**config.mk**
```make
export PLATFORM = sky130hd
export DESIGN_NAME = xer_int_alu
export DESIGN_NICKNAME = d
export VERILOG_FILES = /design/src/rtl/xer_int_alu.sv
export SDC_FILE = /design/constraint.sdc
export NUM_CORES = 1
export LEC_CHECK = 0
export ABC_AREA = 1
export BUFFER_PORTS_ARGS = -buffer_cell sky130_fd_sc_hd__buf_2
export CORE_MARGIN = 2
export CORE_UTILIZATION = 35
export DETAILED_ROUTE_END_ITERATION = 10
export GPL_ROUTABILITY_DRIVEN = 0
export SYNTH_ARGS = -nofsm -noshare
export SYNTH_HDL_FRONTEND = slang
export SYNTH_SLANG_ARGS = --single-unit
```
**constraint.sdc**
```tcl
create_clock -name vclk -period 7.25
set_input_delay 0.3625 -clock vclk [all_inputs]
set_output_delay 0.3625 -clock vclk [all_outputs]
set_load 0.1 [all_outputs]
```
**src/rtl/xer_int_alu.sv**
```systemverilog
`timescale 1ns/1ps
module xer_int_alu #(
  parameter int XLEN = 64
) (
  input  logic [XLEN-1:0] op_a,
  input  logic [XLEN-1:0] op_b,
  input  logic [1:0]      carry_in,
  input  logic            so_in,
  input  logic [2:0]      op_kind,
  input  logic [3:0]      data_len,
  output logic [XLEN-1:0] result,
  output logic [1:0]      carry_out,
  output logic [1:0]      ovf_out,
  output logic            so_out
);
  localparam int HALF  = XLEN / 2;
  localparam int BYTES = XLEN / 8;

  localparam logic [2:0] K_ADD  = 3'd1;
  localparam logic [2:0] K_SEXT = 3'd2;
  localparam logic [2:0] K_CMP  = 3'd3;
  localparam logic [2:0] K_BEQ  = 3'd4;

  logic [HALF:0]     lo_sum, hi_sum;
  logic [XLEN-1:0]   add_res, cmp_res, sext_res;
  logic [BYTES-1:0]  byte_hit;
  logic              ov64, ov32;

  assign lo_sum  = {1'b0, op_a[HALF-1:0]} + {1'b0, op_b[HALF-1:0]} + {{HALF{1'b0}}, carry_in[0]};
  assign hi_sum  = {1'b0, op_a[XLEN-1:HALF]} + {1'b0, op_b[XLEN-1:HALF]} + {{HALF{1'b0}}, lo_sum[HALF]};
  assign add_res = {hi_sum[HALF-1:0], lo_sum[HALF-1:0]};
  assign cmp_res = op_a + op_b;

  assign ov64 = (op_a[XLEN-1] == op_b[XLEN-1]) && (add_res[XLEN-1] != op_a[XLEN-1]);
  assign ov32 = (op_a[HALF-1] == op_b[HALF-1]) && (add_res[HALF-1] != op_a[HALF-1]);

  for (genvar g = 0; g < BYTES; g++) begin : g_byte
    assign byte_hit[g] = (op_b[8*g +: 8] == op_a[7:0]);
  end

  always_comb begin
    case (data_len)
      4'd1:    sext_res = {{(XLEN-8){op_a[7]}}, op_a[7:0]};
      4'd2:    sext_res = {{(XLEN-16){op_a[15]}}, op_a[15:0]};
      4'd4:    sext_res = {{(XLEN-32){op_a[31]}}, op_a[31:0]};
      default: sext_res = op_a;
    endcase
  end

  always_comb begin
    result    = '0;
    carry_out = '0;
    ovf_out   = '0;
    so_out    = so_in;
    case (op_kind)
      K_ADD: begin
        result    = add_res;
        carry_out = {lo_sum[HALF], hi_sum[HALF]};
        ovf_out   = {ov32, ov64};
        so_out    = so_in | ov64;
      end
      K_SEXT: result = sext_res;
      K_CMP:  result = cmp_res;
      K_BEQ:  result = {{(XLEN-1){1'b0}}, |byte_hit};
      default: so_out = 1'b0;
    endcase
  end

  always_comb begin
    if (op_kind == K_ADD) begin
      p_add_sum_r1: assert ({carry_out[0], result} ==
                            {1'b0, op_a} + {1'b0, op_b} + {{XLEN{1'b0}}, carry_in[0]});
      p_no_overflow_r3: assert (ovf_out[0] ==
                            ((carry_out[0] ^ result[XLEN-1]) & ~(op_a[XLEN-1] ^ op_b[XLEN-1])));
      p_ov32_r4: assert (ovf_out[1] ==
                            ((carry_out[1] ^ result[HALF-1]) & ~(op_a[HALF-1] ^ op_b[HALF-1])));
      p_sticky_r10: assert (so_out == (so_in | ovf_out[0]));
    end
    if (op_kind == K_SEXT && data_len == 4'd1)
      p_sext_byte_r5: assert (result[XLEN-1:8] == {(XLEN-8){op_a[7]}} && result[7:0] == op_a[7:0]);
    if (op_kind == K_BEQ)
      p_beq_upper_r7: assert (result[XLEN-1:1] == '0);
    if (op_kind == K_SEXT || op_kind == K_CMP || op_kind == K_BEQ)
      p_noflag_r8: assert (carry_out == 2'b00 && ovf_out == 2'b00 && so_out == so_in);
    if (op_kind == 3'd0 || op_kind > K_BEQ)
      p_bad_op_r9: assert (result == '0 && carry_out == 2'b00 && ovf_out == 2'b00 && !so_out);
  end
endmodule

```
* After elaboration in Yosys (flattened, before gate mapping) *
Index checks and enable logic that the tools add are counted.
W data, S select, Z words.

storage, ports and cells
  register bits after elaboration = 0
  input bits = 138
  output and inout port bits = 69
  logic and storage cells = 34

cells by class
  add/sub/neg operators = 5
  equal/unequal tests = 19
  mux-type cells = 5
  bitwise operators = 1
  reductions and logical operators = 4

operator list
  operator              count
  $pmux W64 S4          1
  $pmux W64 S3          1
  $add A32 B32 Y33      2
  $add A33 B1 Y33       2
  $add A64 B64 Y64      1
  $eq A8 B8 Y1          8
  $reduce_or A8 Y1      1
  $eq A3 B2 Y1 const B  2
  $eq A4 B1 Y1 const B  1
  $eq A4 B2 Y1 const B  1
  $eq A4 B3 Y1 const B  1
  $mux W2               2
  $eq A3 B1 Y1 const B  1
  $eq A3 B3 Y1 const B  1
  $reduce_or A3 Y1      1
  $eq A1 B1 Y1          2
  $logic_and A1 B1 Y1   2
  $ne A1 B1 Y1          2
  $pmux W1 S2           1
  $or A1 B1 Y1          1

* Logic depth before layout (Yosys ltp) *
Gate-level depths: netlist (run 1).

  depth after elaboration = 7
  mapped depth = 25
  depth with buffers taken out = 24

* Least setup slack after synthesis (run 1) *
Ideal clock, no wire load.

  path type = in2out
  start = input port op_a[1]
  end = output port carry_out[0]
  arrival time = 4.456 ns
  required time = 6.888 ns
  setup slack = 2.431 ns
  stages on the path = 18
  path buffers = 1
  cells stage by stage = buf_2 inv_1 fa_1 o21ai_1 inv_1 o21ai_2 inv_1 o21ai_1 nand2_1 nand2_1 fa_1 fa_1 a21oi_1 o21ai_1 nand2_1 nand3_1 nand4_1 a21oi_1

on the way
  longest elaborated chain between the ends = 4

RTL lines
  element           line  text
  start, declared   5     input logic [XLEN-1:0] op_a,
  $add A32 B32 Y33  29    assign lo_sum = {1'b0, op_a[HALF-1:0]} + {1'b0, op_b[HALF-1:0]} + {{HALF{1'b0}}, carry_in[0]};
  $add A33 B1 Y33   29
  $add A33 B1 Y33   30    assign hi_sum = {1'b0, op_a[XLEN-1:HALF]} + {1'b0, op_b[XLEN-1:HALF]} + {{HALF{1'b0}}, lo_sum[HALF]};
  $mux W2           55    case (op_kind)
  end, declared     12    output logic [1:0] carry_out,

No other way between the ends.

* Worst setup path after layout (run 1) *
  start = input port op_a[0]
  end = output port carry_out[0]

The elaborated chain is that of the path after synthesis.

==> impl_metrics.tcl, run 1 <==
set metrics [dict create \
    vias 13581 \
    p_clk_frac 0 \
    wl_per_cell_um 17.1 \
    cellLeakagePower_nw 6.99 \
    total_power_mw 1.14 \
    max-cap-violations 0 \
    die_x_um 170 \
    synth_top_family_by_area "simple AND/OR/NAND/NOR gates" \
    fin_ws_ps 1810 \
    drtAntennaViolNets 0 \
    start_util 0.358 \
    first_pass_iters 6 \
    antenna_cells 0 \
    ios 207 \
    fin_crit_ps 5440 \
    yosysSeqAreaShare 0 \
    drt-initial-drc-count 1224 \
    status "finished clean" \
    post-place-ws_ps 1920 \
    grt_overflow_total 0 \
    synth-simple-area-share 0.570 \
    synthAdderAreaFrac 0.0929 \
    drc_errors 0 \
    synth-xor-area-share 0.0334 \
    internal_power_mw 0.277 \
    fillers 3199 \
    hold_viol_final 0 \
    yosysWarnings 0 \
    instances_no_fill 2631 \
    timing.hold.ws_ps 1310 \
    hold_class "primary input to output pin" \
    rows 60 \
    grt_pass1_vias 12227 \
    post_cts_resized 0 \
    cts_setup_buffers 0 \
    area_delta_synth_final_pct 14.3 \
    synth.area.mux_share 0 \
    p_comb_frac 1.000 \
    start_kind "primary input" \
    power_per_cell_area_nw_per_um2 103 \
    cp_max_fo 10 \
    hold_path_depth 4 \
    ir_drop_mv 0.0755 \
    flops_and_latches 0 \
    setup_viol 0 \
    end_kind "output pin" \
    n_clock_buffer 0 \
    synth_nets 2290 \
    tightestPinTransition_ps 1030 \
    p_seq_frac 0 \
    finalNetCount 2468 \
    path_class "primary input to output pin" \
    mostFrequentLayoutCell "nand2_1" \
    grt_use_total 0.300 \
    die_area_sq_um 29000 \
    slew_headroom 0.309 \
    routed_wl_um 45000 \
    avgSynthCellArea_sq_um 4.65 \
    p_sw_frac 0.757 \
    setup_tns_ps 0 \
    clock.fmax_mhz 184 \
    multi_input_area_sq_um 8020 \
    grt_max_degree 42 \
    crit_required_ps 6890 \
    via_per_inst 5.16 \
    core_sq_um 27100 \
    seq_area_sq_um 0 \
    utilization 0.409 \
    synth_cells 2083 \
    dpl_cell_area_sq_um 11100 \
    drive_gt1_frac 0.136 \
    synth_cell_types 44 \
    die_y_um 170 \
    hold_buffers 0 \
    switchingPower_mw 0.865 \
    grt_pass1_wl_um 67000 \
    finalCritPeriodShare 0.751 \
    grt_antenna_before_repair 0 \
    place_inst 2631 \
    io_buffers 206 \
    rsz0062_at_grt "no" \
    slew_viol_final 0 \
    netlist_area_sq_um 9700 \
    dp_hpwl_um 37800 \
    final_area_sq_um 11100 \
    synth_compound_area_frac 0.128 \
    final_cell_mix "nand2_1, inv_1, buf_2" \
    cp.arrival_ps 5080 \
]
==> layer usage <==
layer | part of all wire | track usage
met1 | 0.42 | 0.393
met2 | 0.43 | 0.494
met3 | 0.10 | 0.0363
met4 | 0.048 | 0.128
met5 | 0 | 0
==> logic make-up after synthesis <==
family                   count (synthesis)
buffers and inverters                  445
XOR/XNOR                                37
AO/OA/AOI/OAI                          230
AND/OR/NAND/NOR                       1302
adder cells (fa/ha/maj)                 69
==> worst max-delay path, cell delays in order <==
cell	delay [ps]
buf_2	400
fa_1	340
inv_1	100
fa_1	450
o21ai_1	240
inv_1	120
o21ai_2	300
inv_1	100
o21ai_1	240
nand2_1	120
nand2_1	90
fa_1	360
fa_1	370
a21oi_1	150
o21ai_1	310
nand2_1	120
nand3_1	110
nand4_1	110
a21oi_1	200
buf_2	470
==> cell usage after synthesis (2+ instances only) <==
master | n | area (sq um)
nand2_2 | 15 | 93.8
nor2_1 | 123 | 462
nand3_2 | 4 | 40.0
or2_2 | 25 | 156
a21oi_1 | 101 | 505
o221ai_1 | 3 | 26.3
inv_2 | 14 | 52.6
fa_1 | 5 | 100
xor2_1 | 22 | 193
inv_1 | 393 | 1480
xnor2_1 | 15 | 131
clkbuf_1 | 19 | 71.3
o21bai_1 | 9 | 67.6
buf_2 | 12 | 60.1
clkinv_1 | 4 | 15.0
o22ai_1 | 4 | 25.0
o21ai_2 | 2 | 17.5
nand4_1 | 22 | 138
o21ai_0 | 81 | 405
o211ai_1 | 8 | 60.1
o21ai_1 | 15 | 75.1
nand3b_1 | 7 | 52.6
nor2_4 | 6 | 67.6
ha_1 | 64 | 801
and2_1 | 2 | 12.5
nor4_1 | 2 | 12.5
nand2_4 | 4 | 45.0
nor3_1 | 21 | 105
nand3_1 | 179 | 896
nor3_2 | 9 | 90.1
nor2_2 | 16 | 100
nand2_1 | 865 | 3250
==> worst paths after layout <==
path / from / endpoint / slack [ps]
max: op_a[0] / carry_out[0] / 1810
min: so_in / so_out / 1310
==> power by group through the flow <==
stage / logic (mW) / clock network [mW] / registers, mW
finish: 1.14 / 0 / 0
global route: 1.23 / 0 / 0
CTS: 1.12 / 0 / 0
detailed placement: 1.12 / 0 / 0
global placement: 1.11 / 0 / 0
floorplan: 0.821 / 0 / 0
==> area by class of cell <==
type | instances | share of cell area
timing repair buffer | 210 | 0.0957
multi-input combinational | 1638 | 0.723
inverter | 411 | 0.139
tap | 372 | 0.0420
(Power assumes the default switching activity.)
==> run 2, diff against run 1 <==
- clock period: 7.25 -> 5.28 ns (I/O delays scaled with it)
==> impl_metrics.tcl, run 2 (synthesis gave the netlist of run 1 again) <==
set metrics [dict create \
    grtUsageMet1 0.404 \
    cts_setup_buffers 0 \
    slew_viol_final 0 \
    power_per_cell_area_nw_per_um2 142 \
    internal_power_mw 0.387 \
    switchingPower_mw 1.19 \
    die_y_um 170 \
    drc_errors 0 \
    seq_area_sq_um 0 \
    cp.arrival_ps 4320 \
    grt_use_total 0.301 \
    grt_overflow_total 0 \
    finalCritPeriodShare 0.868 \
    max-cap-violations 0 \
    ios 207 \
    critical_path_depth 23 \
    post-place-ws_ps 795 \
    startpoint "op_a[0]" \
    clock.fmax_mhz 218 \
    finalNetCount 2475 \
    p_sw_frac 0.755 \
    p_clk_frac 0 \
    drive_gt1_frac 0.139 \
    slew_headroom 0.326 \
    start_util 0.358 \
    cp-endpoint "result[48]" \
    cp_top_family "adder cells" \
    setup_viol 0 \
    n_clock_buffer 0 \
    instances_no_fill 2638 \
    path_class "primary input to output pin" \
    first_pass_iters 6 \
    mostFrequentLayoutCell "nand2_1" \
    utilization 0.411 \
    final_cell_mix "nand2_1, inv_1, buf_2" \
    p_comb_frac 1.000 \
    grt_antenna_before_repair 1 \
    ir_drop_mv 0.0839 \
    hold_buffers 0 \
    grtUsageMet3 0.0228 \
    grt_pass1_wl_um 67400 \
    die_area_sq_um 29000 \
    fin_ws_ps 696 \
    drtAntennaViolNets 0 \
    end_kind "output pin" \
    dpl_cell_area_sq_um 11100 \
    setup_tns_ps 0 \
    io_buffers 206 \
    crit_required_ps 5020 \
    area_delta_synth_final_pct 14.9 \
    slowest_stage "fa_1" \
    vias 13651 \
    post_cts_resized 0 \
    slowest_delay_ps 480 \
    rsz0062_at_grt "no" \
    drt-initial-drc-count 1239 \
    busiest_layer "met2" \
    multi_input_area_sq_um 8020 \
    fillers 3184 \
    cp_common_cell "nand2_1" \
    cp_max_fo 4 \
    fin_crit_ps 4580 \
    p_seq_frac 0 \
    routed_wl_um 45400 \
    hold_class "primary input to output pin" \
    core_sq_um 27100 \
    cp_num_buf_inv 6 \
    antenna_cells 0 \
    die_x_um 170 \
    wl_per_cell_um 17.2 \
    grt_pass1_vias 12392 \
    place_inst 2638 \
    dp_hpwl_um 38000 \
    hold_viol_final 0 \
    via_per_inst 5.17 \
    rows 60 \
    flops_and_latches 0 \
    grtUsageMet2 0.492 \
    start_kind "primary input" \
    grt_max_degree 41 \
    final_area_sq_um 11100 \
    status "finished clean" \
    cellLeakagePower_nw 7.02 \
    tightestPinTransition_ps 1000 \
    path_cells "buf_2, fa_1, inv_1, fa_1, o21ai_1, inv_1, o21ai_2, inv_1, o21ai_1, nand2_1, nand2_1, fa_1, fa_1, a21oi_1, o21ai_1, nand2_1, nand3_1, nand2_1, nand3_1, nand2_1, inv_1, nand2_1, buf_2" \
]
run 2: cell count changes in the layout (fill, tap and decap cells not counted), sizes merged:
cell | previous run | this run
buf | 210 | 217
run 2: cell type report:
class,instances,share of cell area
inverter,411,0.139
timing repair buffer,217,0.100
tap,372,0.0418
multi-input combinational,1638,0.720
run 2: worst min path at each step:
stage	end	from	depth (start not counted)
after floorplan	ovf_out[0]	op_a[63]	4
after global placement	ovf_out[1]	op_a[31]	4
after detailed placement	ovf_out[1]	op_a[31]	4
after CTS	ovf_out[1]	op_a[31]	4
after global routing	ovf_out[1]	op_a[31]	4
final	so_out	so_in	4
run 2: stage by stage:
step                      hold WS, ps  total power, mW
after floorplan                  1050             1.13
after global placement           1150             1.53
after detailed placement         1150             1.55
after CTS                        1150             1.55
after global routing             1170             1.70
final                            1140             1.58
run 2: power by group through the flow:
stage / Combinational [mW] / Clock [mW] / Sequential (mW)
floorplan: 1.13 / 0 / 0
global placement: 1.53 / 0 / 0
detailed placement: 1.55 / 0 / 0
CTS: 1.55 / 0 / 0
global route: 1.70 / 0 / 0
finish: 1.58 / 0 / 0
run 2: per-layer routing:
layer  up-vias  wire length [um]
met1      5982             19100
met4         0              2250
met5         -                 0
met2       732             19700
li1       6812                 -
met3       125              4340
==> run 3, diff against run 2 <==
==> constraint.sdc (replaced) <==
create_clock -name vclk -period 5.28
set_input_delay 1.056 -clock vclk [all_inputs]
set_output_delay 1.056 -clock vclk [all_outputs]
set_load 0.1 [all_outputs]
==> impl_metrics.tcl, run 3 (synthesis gave the netlist of run 1 again) <==
set metrics [dict create \
    path_class "primary input to output pin" \
    die_area_sq_um 29000 \
    mostFrequentLayoutCell "nand2_1" \
    vias 14114 \
    fin_crit_ps 5280 \
    drc_errors 0 \
    seq_area_sq_um 0 \
    grt_overflow_total 0 \
    cp.arrival_ps 4220 \
    path_cells "buf_6, fa_2, inv_2, fa_2, o21ai_2, inv_2, o21ai_4, inv_2, o21ai_4, nand2_2, nand2_2, fa_2, fa_2, buf_6, nand2_2, nand2_2, or2_2, nand3_1, o21ai_1, o21bai_4, buf_12" \
    routed_wl_um 45600 \
    slowest_stage "fa_2" \
    end_kind "output pin" \
    timing.hold.ws_ps 2520 \
    finalCritPeriodShare 1.00 \
    grt_pass1_vias 12874 \
    first_pass_iters 7 \
    cp_max_fo 4 \
    antenna_cells 0 \
    area_delta_synth_final_pct 30.7 \
    io_buffers 206 \
    post-place-ws_ps -363 \
    instances_no_fill 2728 \
    total_power_mw 1.80 \
    final_cell_mix "nand2_1, inv_1, nand3_1" \
    slowest_delay_ps 400 \
    die_y_um 170 \
    ir_drop_mv 0.0987 \
    slew_viol_final 0 \
    core_sq_um 27100 \
    cellLeakagePower_nw 7.65 \
    via_per_inst 5.17 \
    setup_viol 0 \
    place_inst 2714 \
    rows 60 \
    start_util 0.358 \
    clock.fmax_mhz 189 \
    rsz0062_at_grt "yes" \
    grt_pass1_wl_um 68000 \
    status "finished clean" \
    slew_headroom 0.557 \
    drive_gt1_frac 0.197 \
    drtAntennaViolNets 0 \
    dp_hpwl_um 38600 \
    hold_class "primary input to output pin" \
    finalNetCount 2565 \
    wl_per_cell_um 16.7 \
    crit_required_ps 4220 \
    power_per_cell_area_nw_per_um2 142 \
    tightestPinTransition_ps 665 \
    hold_viol_final 0 \
    hold_buffers 0 \
    start_kind "primary input" \
    n_clock_buffer 0 \
    grt_antenna_before_repair 0 \
    grt_max_degree 41 \
    fin_ws_ps 0.941 \
    die_x_um 170 \
    flops_and_latches 0 \
    max-cap-violations 0 \
    drt-initial-drc-count 1433 \
    grt_use_total 0.302 \
    ios 207 \
]
run 3: repair_timing:
item,in CTS,in global routing
pin swaps,20,27
setup buffers,12,2
setup endpoints to repair,26,30
gates resized for setup,36,27
run 3: worst paths after layout:
check	startpoint	endpoint	slack, ps	cells past startpoint
max	op_a[0]	result[38]	0.9	21
min	so_in	so_out	2520	4
run 3: area by class of cell:
cell class / count / area [sq um]
inverter: 411 / 1540
timing repair buffer: 307 / 2410
multi-input combinational: 1638 / 8250
tap: 372 / 465
fill: 2991 / 14400
run 3: critical path, delay by kind of cell:
kind	cells	cell delay [ps]
AOI/OAI and AO/OA	5	500
and+or+nand+nor	6	600
buffers and inverters	6	660
adders and majority gates	4	1400
run 3: stage by stage:
| stage | setup TNS, ps | util | area (sq um) |
|---|---|---|---|
| floorplan | -76.0 | - | 9760 |
| global placement | -4430 | 0.456 | 12400 |
| detailed placement | -4820 | 0.456 | 12400 |
| CTS | -691 | 0.463 | 12600 |
| global route | -1110 | 0.468 | 12700 |
| finish | 0 | 0.468 | 12700 |
run 3: routing by layer:
metal | global-route usage | up-vias | wire [um]
li1 | - | 6991 | -
met1 | 0.396 | 6115 | 18100
met2 | 0.481 | 830 | 19200
met3 | 0.0407 | 178 | 5290
met4 | 0.160 | 0 | 3000
met5 | 0 | - | 0
run 3: report_power, final:
group | internal (mW) | switching, mW
combinational | 0.556 | 1.25
sequential | 0 | 0
clock | 0 | 0
total | 0.556 | 1.25
